File: src/rtl/txc_pkg.sv
package txc_pkg;

  localparam int PAY_BYTES = 64;
  localparam int WORD_BYTES = 4;
  localparam int PAY_WORDS = PAY_BYTES / WORD_BYTES;
  localparam int PTR_W = $clog2(PAY_BYTES) + 1;
  localparam int WIDX_W = $clog2(PAY_WORDS);
  localparam int BIDX_W = $clog2(PAY_BYTES);

  typedef struct packed {
    logic              dv;
    logic              sv;
    logic [WIDX_W-1:0] swo;
    logic              ev;
    logic [BIDX_W-1:0] ebo;
    logic [1:0]        tsc;
  } chunk_fields_t;

  typedef enum logic [1:0] {
    FILL_OUT  = 2'd0,
    FILL_BODY = 2'd1,
    FILL_GAP  = 2'd2
  } fill_state_e;

  // Odd parity over the upper 31 header bits: returns the bit that makes the total odd.
  function automatic logic odd_fill(input logic [30:0] upper);
    return ~(^upper);
  endfunction

  function automatic logic [31:0] build_header(input logic seq, input logic norx,
                                               input chunk_fields_t f);
    logic [31:0] h;
    h        = '0;
    h[31]    = 1'b1;
    h[30]    = seq;
    h[29]    = norx;
    h[21]    = f.dv;
    h[20]    = f.sv;
    h[19:16] = f.swo;
    h[14]    = f.ev;
    h[13:8]  = f.ebo;
    h[7:6]   = f.tsc;
    h[0]     = odd_fill(h[31:1]);
    return h;
  endfunction

  // Next 32-bit word boundary after the byte at position pos.
  function automatic logic [PTR_W-1:0] next_word_start(input logic [PTR_W-1:0] pos);
    logic [PTR_W-3:0] w;
    w = pos[PTR_W-1:2] + 1'b1;
    return {w, 2'b00};
  endfunction

endpackage

File: src/rtl/txc_credit.sv
module txc_credit #(
  parameter int CREDIT_W = 5
) (
  input  logic                clk,
  input  logic                rst_n,
  input  logic                load,
  input  logic [CREDIT_W-1:0] load_val,
  input  logic                consume,
  output logic [CREDIT_W-1:0] count,
  output logic                nonzero
);

  logic [CREDIT_W-1:0] base;

  assign base    = load ? load_val : count;
  assign nonzero = (count != '0);

  always_ff @(posedge clk) begin
    if (!rst_n) begin
      count <= '0;
    end else if (consume && base != '0) begin
      count <= base - 1'b1;
    end else begin
      count <= base;
    end
  end

  // a data chunk is only issued while credit remains
  a_r10_consume_needs_credit: assert property (@(posedge clk) disable iff (!rst_n)
    consume |-> count != '0);

  // each data chunk takes exactly one credit when no load coincides
  a_r10_consume_decrements: assert property (@(posedge clk) disable iff (!rst_n)
    (consume && !load) |=> count == $past(count) - 1'b1);

endmodule

File: src/rtl/txc_assembler.sv
module txc_assembler
  import txc_pkg::*;
(
  input  logic              clk,
  input  logic              rst_n,
  input  logic              in_valid,
  input  logic [7:0]        in_data,
  input  logic              in_sof,
  input  logic              in_eof,
  input  logic [1:0]        in_tsc,
  input  logic              fill_ok,
  input  logic              release_chunk,
  input  logic [WIDX_W-1:0] rd_idx,
  output logic              in_ready,
  output logic              sealed,
  output chunk_fields_t     fields,
  output logic [31:0]       rd_word
);

  fill_state_e       st;
  logic [PTR_W-1:0]  wr_ptr;
  logic [31:0]       pay_q [PAY_WORDS];

  // Named internal events
  logic              accept;
  logic              frame_start;
  logic              discard;
  logic              byte_wr;
  logic              frame_end;
  logic              chunk_full;
  logic              end_seal;
  logic              gap_seal;
  logic              seal_now;
  logic [PTR_W-1:0]  aligned_next;
  logic [4:0]        lane_shift;

  assign in_ready     = !sealed && fill_ok;
  assign accept       = in_valid && in_ready;
  assign frame_start  = accept && in_sof && (st != FILL_BODY);
  assign discard      = accept && !frame_start && (st != FILL_BODY);
  assign byte_wr      = frame_start || (accept && st == FILL_BODY);
  assign frame_end    = byte_wr && in_eof;
  assign aligned_next = next_word_start(wr_ptr);
  assign chunk_full   = byte_wr && !in_eof && (wr_ptr == PTR_W'(PAY_BYTES - 1));
  assign end_seal     = frame_end && (frame_start || fields.sv ||
                                      aligned_next == PTR_W'(PAY_BYTES));
  assign gap_seal     = (st == FILL_GAP) && !frame_start;
  assign seal_now     = chunk_full || end_seal || gap_seal;
  assign lane_shift   = {~wr_ptr[1:0], 3'b000};
  assign rd_word      = pay_q[rd_idx];

  always_ff @(posedge clk) begin
    if (!rst_n) begin
      st     <= FILL_OUT;
      wr_ptr <= '0;
      sealed <= 1'b0;
      fields <= '0;
      for (int i = 0; i < PAY_WORDS; i++) pay_q[i] <= '0;
    end else if (release_chunk) begin
      wr_ptr <= '0;
      sealed <= 1'b0;
      fields <= '0;
      for (int i = 0; i < PAY_WORDS; i++) pay_q[i] <= '0;
    end else begin
      if (byte_wr) begin
        pay_q[wr_ptr[BIDX_W-1:2]][lane_shift +: 8] <= in_data;
        fields.dv <= 1'b1;
      end
      if (frame_start) begin
        fields.sv  <= 1'b1;
        fields.swo <= wr_ptr[BIDX_W-1:2];
        fields.tsc <= in_tsc;
      end
      if (frame_end) begin
        fields.ev  <= 1'b1;
        fields.ebo <= wr_ptr[BIDX_W-1:0];
      end
      if (seal_now) sealed <= 1'b1;
      if (frame_end)    wr_ptr <= aligned_next;
      else if (byte_wr) wr_ptr <= wr_ptr + 1'b1;
      if (frame_end)        st <= end_seal ? FILL_OUT : FILL_GAP;
      else if (frame_start) st <= FILL_BODY;
      else if (gap_seal)    st <= FILL_OUT;
    end
  end

  // writing the last payload byte closes the chunk
  a_r8_full_closes: assert property (@(posedge clk) disable iff (!rst_n)
    (byte_wr && !release_chunk && wr_ptr == PTR_W'(PAY_BYTES - 1)) |=> sealed);

  // a frame always begins on a 32-bit word boundary
  a_r6_start_aligned: assert property (@(posedge clk) disable iff (!rst_n)
    frame_start |-> wr_ptr[1:0] == 2'b00);

  // a chunk never takes a second frame end (frames after an end must be long)
  a_r9_single_end: assert property (@(posedge clk) disable iff (!rst_n)
    frame_end |-> !fields.ev);

  // dropped bytes leave the write position untouched
  a_r11_drop_keeps_ptr: assert property (@(posedge clk) disable iff (!rst_n)
    (discard && !release_chunk) |=> $stable(wr_ptr));

  // a closed chunk stays closed until it has been sent
  a_r10_hold_closed: assert property (@(posedge clk) disable iff (!rst_n)
    (sealed && !release_chunk) |=> sealed);

endmodule

File: src/rtl/txc_sender.sv
module txc_sender
  import txc_pkg::*;
(
  input  logic              clk,
  input  logic              rst_n,
  input  logic              out_ready,
  input  logic              chunk_ready,
  input  logic              credit_ok,
  input  chunk_fields_t     fields,
  input  logic              norx,
  input  logic [31:0]       rd_word,
  output logic              out_valid,
  output logic              out_first,
  output logic [31:0]       out_data,
  output logic [WIDX_W-1:0] rd_idx,
  output logic              release_chunk,
  output logic              consume
);

  localparam int BEAT_W = $clog2(PAY_WORDS + 1);

  logic [BEAT_W-1:0] beat;
  logic [BEAT_W-1:0] beat_m1;
  logic              is_data;
  logic              seq;
  logic              run_q;
  logic              fire;
  logic              take_data;
  logic              last_beat;
  logic [31:0]       hdr;

  assign out_valid     = run_q;
  assign fire          = run_q && out_ready;
  assign out_first     = (beat == '0);
  assign take_data     = chunk_ready && credit_ok;
  assign hdr           = build_header(seq, norx, take_data ? fields : '0);
  assign beat_m1       = beat - 1'b1;
  assign rd_idx        = beat_m1[WIDX_W-1:0];
  assign last_beat     = (beat == BEAT_W'(PAY_WORDS));
  assign out_data      = out_first ? hdr : (is_data ? rd_word : '0);
  assign consume       = fire && out_first && take_data;
  assign release_chunk = fire && last_beat && is_data;

  always_ff @(posedge clk) begin
    if (!rst_n) begin
      run_q   <= 1'b0;
      beat    <= '0;
      is_data <= 1'b0;
      seq     <= 1'b0;
    end else begin
      run_q <= 1'b1;
      if (fire) begin
        if (out_first) begin
          is_data <= take_data;
          seq     <= ~seq;
          beat    <= BEAT_W'(1);
        end else if (last_beat) begin
          beat <= '0;
        end else begin
          beat <= beat + 1'b1;
        end
      end
    end
  end

  // every header leaves with an odd count of ones
  a_r2_odd_header: assert property (@(posedge clk) disable iff (!rst_n)
    (out_valid && out_first) |-> $countones(out_data) % 2 == 1);

  // a payload word waiting on the shifter does not change
  a_r12_payload_hold: assert property (@(posedge clk) disable iff (!rst_n)
    (out_valid && !out_ready && !out_first) |=> $stable(out_data));

  // the sequence bit in consecutive headers differs
  a_r3_seq_flips: assert property (@(posedge clk) disable iff (!rst_n)
    (fire && out_first) |=> seq != $past(seq));

  // filler payload words are zero
  a_r4_filler_zero: assert property (@(posedge clk) disable iff (!rst_n)
    (out_valid && !out_first && !is_data) |-> out_data == '0);

endmodule

File: src/rtl/txc_framer.sv
module txc_framer
  import txc_pkg::*;
#(
  parameter int CREDIT_W = 5
) (
  input  logic                clk,
  input  logic                rst_n,
  input  logic                in_valid,
  output logic                in_ready,
  input  logic [7:0]          in_data,
  input  logic                in_sof,
  input  logic                in_eof,
  input  logic [1:0]          in_tsc,
  input  logic                credit_load,
  input  logic [CREDIT_W-1:0] credit_value,
  input  logic                rx_suppress,
  output logic                out_valid,
  input  logic                out_ready,
  output logic [31:0]         out_data,
  output logic                out_first
);

  logic              sealed;
  logic              credit_ok;
  logic              release_chunk;
  logic              consume;
  logic [WIDX_W-1:0] rd_idx;
  logic [31:0]       rd_word;
  logic [CREDIT_W-1:0] credit_count;
  chunk_fields_t     fields;

  txc_credit #(.CREDIT_W(CREDIT_W)) u_credit (
    .clk      (clk),
    .rst_n    (rst_n),
    .load     (credit_load),
    .load_val (credit_value),
    .consume  (consume),
    .count    (credit_count),
    .nonzero  (credit_ok)
  );

  txc_assembler u_asm (
    .clk           (clk),
    .rst_n         (rst_n),
    .in_valid      (in_valid),
    .in_data       (in_data),
    .in_sof        (in_sof),
    .in_eof        (in_eof),
    .in_tsc        (in_tsc),
    .fill_ok       (credit_ok),
    .release_chunk (release_chunk),
    .rd_idx        (rd_idx),
    .in_ready      (in_ready),
    .sealed        (sealed),
    .fields        (fields),
    .rd_word       (rd_word)
  );

  txc_sender u_send (
    .clk           (clk),
    .rst_n         (rst_n),
    .out_ready     (out_ready),
    .chunk_ready   (sealed),
    .credit_ok     (credit_ok),
    .fields        (fields),
    .norx          (rx_suppress),
    .rd_word       (rd_word),
    .out_valid     (out_valid),
    .out_first     (out_first),
    .out_data      (out_data),
    .rd_idx        (rd_idx),
    .release_chunk (release_chunk),
    .consume       (consume)
  );

  // no frame byte is taken while credit is exhausted
  a_r10_stall_at_zero: assert property (@(posedge clk) disable iff (!rst_n)
    (credit_count == '0) |-> !in_ready);

  // a header announcing frame data only leaves with credit in hand
  a_r4_data_needs_credit: assert property (@(posedge clk) disable iff (!rst_n)
    (out_valid && out_ready && out_first && out_data[21]) |-> credit_count != '0);

endmodule

File: config.mk
export PLATFORM = sky130hd
export DESIGN_NAME = txc_framer
export DESIGN_NICKNAME = d
export VERILOG_FILES = /design/src/rtl/txc_pkg.sv /design/src/rtl/txc_credit.sv /design/src/rtl/txc_assembler.sv /design/src/rtl/txc_sender.sv /design/src/rtl/txc_framer.sv
export SDC_FILE = /design/constraint.sdc
export NUM_CORES = 1
export LEC_CHECK = 0
export BUFFER_PORTS_ARGS = -buffer_cell sky130_fd_sc_hd__buf_2
export CAP_MARGIN = 10
export CELL_PAD_IN_SITES_DETAIL_PLACEMENT = 0
export CELL_PAD_IN_SITES_GLOBAL_PLACEMENT = 1
export CORE_ASPECT_RATIO = 1.25
export CORE_UTILIZATION = 45
export DETAILED_ROUTE_END_ITERATION = 8
export GPL_ROUTABILITY_DRIVEN = 0
export HOLD_SLACK_MARGIN = 0.08
export PLACE_DENSITY = 0.77
export SLEW_MARGIN = 20
export SYNTH_ARGS = -nofsm -noshare
export SYNTH_HDL_FRONTEND = slang
export SYNTH_SLANG_ARGS = --single-unit
File: constraint.sdc
create_clock -name clk -period 4.5 [get_ports clk]
set_clock_uncertainty 0.15 [all_clocks]
set_input_delay 0.9 -clock clk [delete_from_list [all_inputs] [get_ports clk]]
set_output_delay 0.9 -clock clk [all_outputs]
set_load 0.02 [all_outputs]
==> flow_summary.toml <==
[logic_synthesis]
yosysTopAreaCellShare_pct = 60.8
synthTopCellsByCount = "548 x nor2_1, 512 x edfxtp_1, 156 x nand2_1"
synth_edf_count = 512
synthesis.instances = 1931
ys_top_cells_by_area = "edfxtp_1 61%, mux4_2 11%, nor2_1 8.1%"
ys_seq_elements = 550
yosys_warnings = 0
synth_top_cell_by_area = "edfxtp_1"
synth-main-ff-cell = "edfxtp_1"
synth_fp_nets = 1967
syn_area_per_cell_um2 = 13.1
synth_area_um2 = 25300
yosysUniqueCellTypes = 56
async_flop_share_pct = 0
synth.most_common_cell = "nor2_1"
seq_area_frac_synth_pct = 63.8

[floorplan]
die_w_um = 214
die_h_um = 267
initial_utilization_pct = 45.8
core_um2 = 55300
num_rows = 96
io_pins = 58
die_area_um2 = 57100

[cts]
post_cts_buffers = 0
clk_pin_slew_ps = 70
insertion_delay_ps = 600
cts_tree = "yes"
clock_sinks = 550
htreeDepth = 2
cts_max_path_buffers = 3
cts_root_buf = "clkbuf_16"
ctsHoldBuffers = 0
cts_buffers = 52
cts_resized = 0

[power_and_ir_drop]
p_leak_nw = 9.28
finalPower_mw = 11.4
power_density_nw_per_um2 = 400
ir_worst_vdd_mv = 0.270

[sta]
rsz0062_at_grt = "false"
setup_viol = 0
max_freq_mhz = 233
slew_violations = 0
finalCriticalPeriod_ps = 4290
tightest_slew_ps = 1000
finalCritPeriodShare_pct = 95.2
hold_viol = 0
hold_slack_ps = 355
relSlewSlack_pct = 33.1
fin_tns_setup_ps = 0

[routing]
vias = 16300
highest_layer = "met4"
drc = 0
via_per_inst = 5.83
drt_iter0_drc = 1611
route.met3.wl_um = 4940
met1_length_um = 26000
routedWlPerCell_um = 23.9
wl_met2_um = 33700
wl_um = 67100
postRouteAntennaNets = 0
drt_first_pass_iters = 6

[grt]
grt_pass1_vias = 16500
grt_pass1_wl_um = 101000
antenna_found_initial = 1
overflow = 0
grt_max_degree = 81
track_usage_pct = 23.7

[critical_path]
path_max_fanout = 29
cp-end-kind = "output pin"
cp_slowest_stage_delay_ps = 570
critPathLaunch = "u_send.beat[0]$_SDFFE_PN0P_"
worstReg2RegStart = "u_asm.wr_ptr[4]$_SDFFE_PP0P_"
critPathArrivalTime_ps = 3240
critPathLaunchType = "register"
critical-path-slowest-cell = "buf_4"
cp_top_family = "buffers and inverters"
path_buf_inv = 3
cp_data_required_time_ps = 3450
crit_chain = "buf_4 > buf_4 > mux4_2 > nand2_1 > nand3_1 > a32o_1 > buf_2"
crit_type = "register to output pin"
crit_top_cell = "buf_4"

[hold_path]
hp-start = "u_asm.st[1]$_SDFFE_PN0P_"
min_path_type = "register to register"

[placement]
io_buffers = 57
dp_cells = 2712
hpwl_um = 43300

[finish]
nNetsFinal = 2067
fin_cells = 2805
syn_to_final_growth_pct = 12.6
drive_gt1_share_pct = 20.5

[flow_run]
drv_cap = 0

[run_status]
status = "finished clean"
[metal layers]
| layer | global-route usage (%) | up-vias |
|---|---|---|
| met2 | 40.7 | 674 |
| met5 | 0 | - |
| met3 | 3.40 | 138 |
| li1 | - | 7237 |
| met1 | 30.4 | 8296 |
| met4 | 9.22 | 0 |
[kinds of logic after synthesis]
group	count (synthesis)	synth area share, %
buffers and inverters	150	3.16
adder cells (fa/ha/maj)	13	0.643
AO/OA/AOI/OAI	128	3.12
flip-flops	550	63.8
XOR/XNOR	26	1.06
multiplexers	143	12.0
AND/OR/NAND/NOR	921	16.2
[power by group]
part	switching, mW	internal (mW)	total (mW)
sequential	0.0697	5.76	5.83
combinational	0.796	0.529	1.32
clock	1.88	2.36	4.24
[path summary, 6_finish.rpt]
path | end | slack, ps | cells after the start
worst max-delay path | out_data[20] | 210 | 7
worst min-delay path | u_asm.st[1]$_SDFFE_PN0P_ | 350 | 2
worst max register to register | u_asm.pay_q[14][0]$_SDFFCE_PN0P_ | 1240 | 4
worst min register to register | u_asm.st[1]$_SDFFE_PN0P_ | 350 | 2
[registers in the layout (all words and copies together), names as in the netlist]
name and count:
u_asm.fields 15, u_asm.pay_q 512, u_asm.sealed 1, u_asm.st 2, u_asm.wr_ptr 7, u_credit.count 5, u_send.beat 5, u_send.is_data 1
u_send.out_valid 1, u_send.seq 1
[final cells by class]
type,instances,area [um2]
Inverter,10,37.5
Tap cell,735,920
Multi-Input combinational cell,1231,8430
Clock inverter,19,148
Clock buffer,73,1460
Fill cell,4748,26800
Timing Repair Buffer,186,1340
Sequential cell,550,16100
Antenna cell,1,2.50
[placed cells by master, fill, tap and decap left out, types with 19 or more instances in the layout]
master,synthesis,routed
dfxtp_1,38,37
nand3_1,138,138
nand3_4,20,20
a21oi_1,19,19
mux4_2,128,128
clkbuf_16,0,54
buf_2,27,57
nand2_1,156,156
o21ai_0,76,70
nor2_1,548,548
edfxtp_1,512,512
buf_4,4,122
[stage by stage]
stage / setup slack, ps / util (%) / instance area, um2
2_1_floorplan: 546 / - / 25300
3_3_place_gp: 788 / 48.6 / 26900
3_5_place_dp: 796 / 48.6 / 26900
4_1_cts: 153 / 51.5 / 28500
5_1_grt: 7.98 / 51.5 / 28500
6_report: 214 / 51.5 / 28500
[worst register-to-register path, cell delays in order, from the launching register on]
cell and delay (ps):
dfxtp_1 530, and2_1 750, nand3_1 510, o21ai_0 770, buf_4 270
No activity file was read; power rests on OpenSTA's default activity.
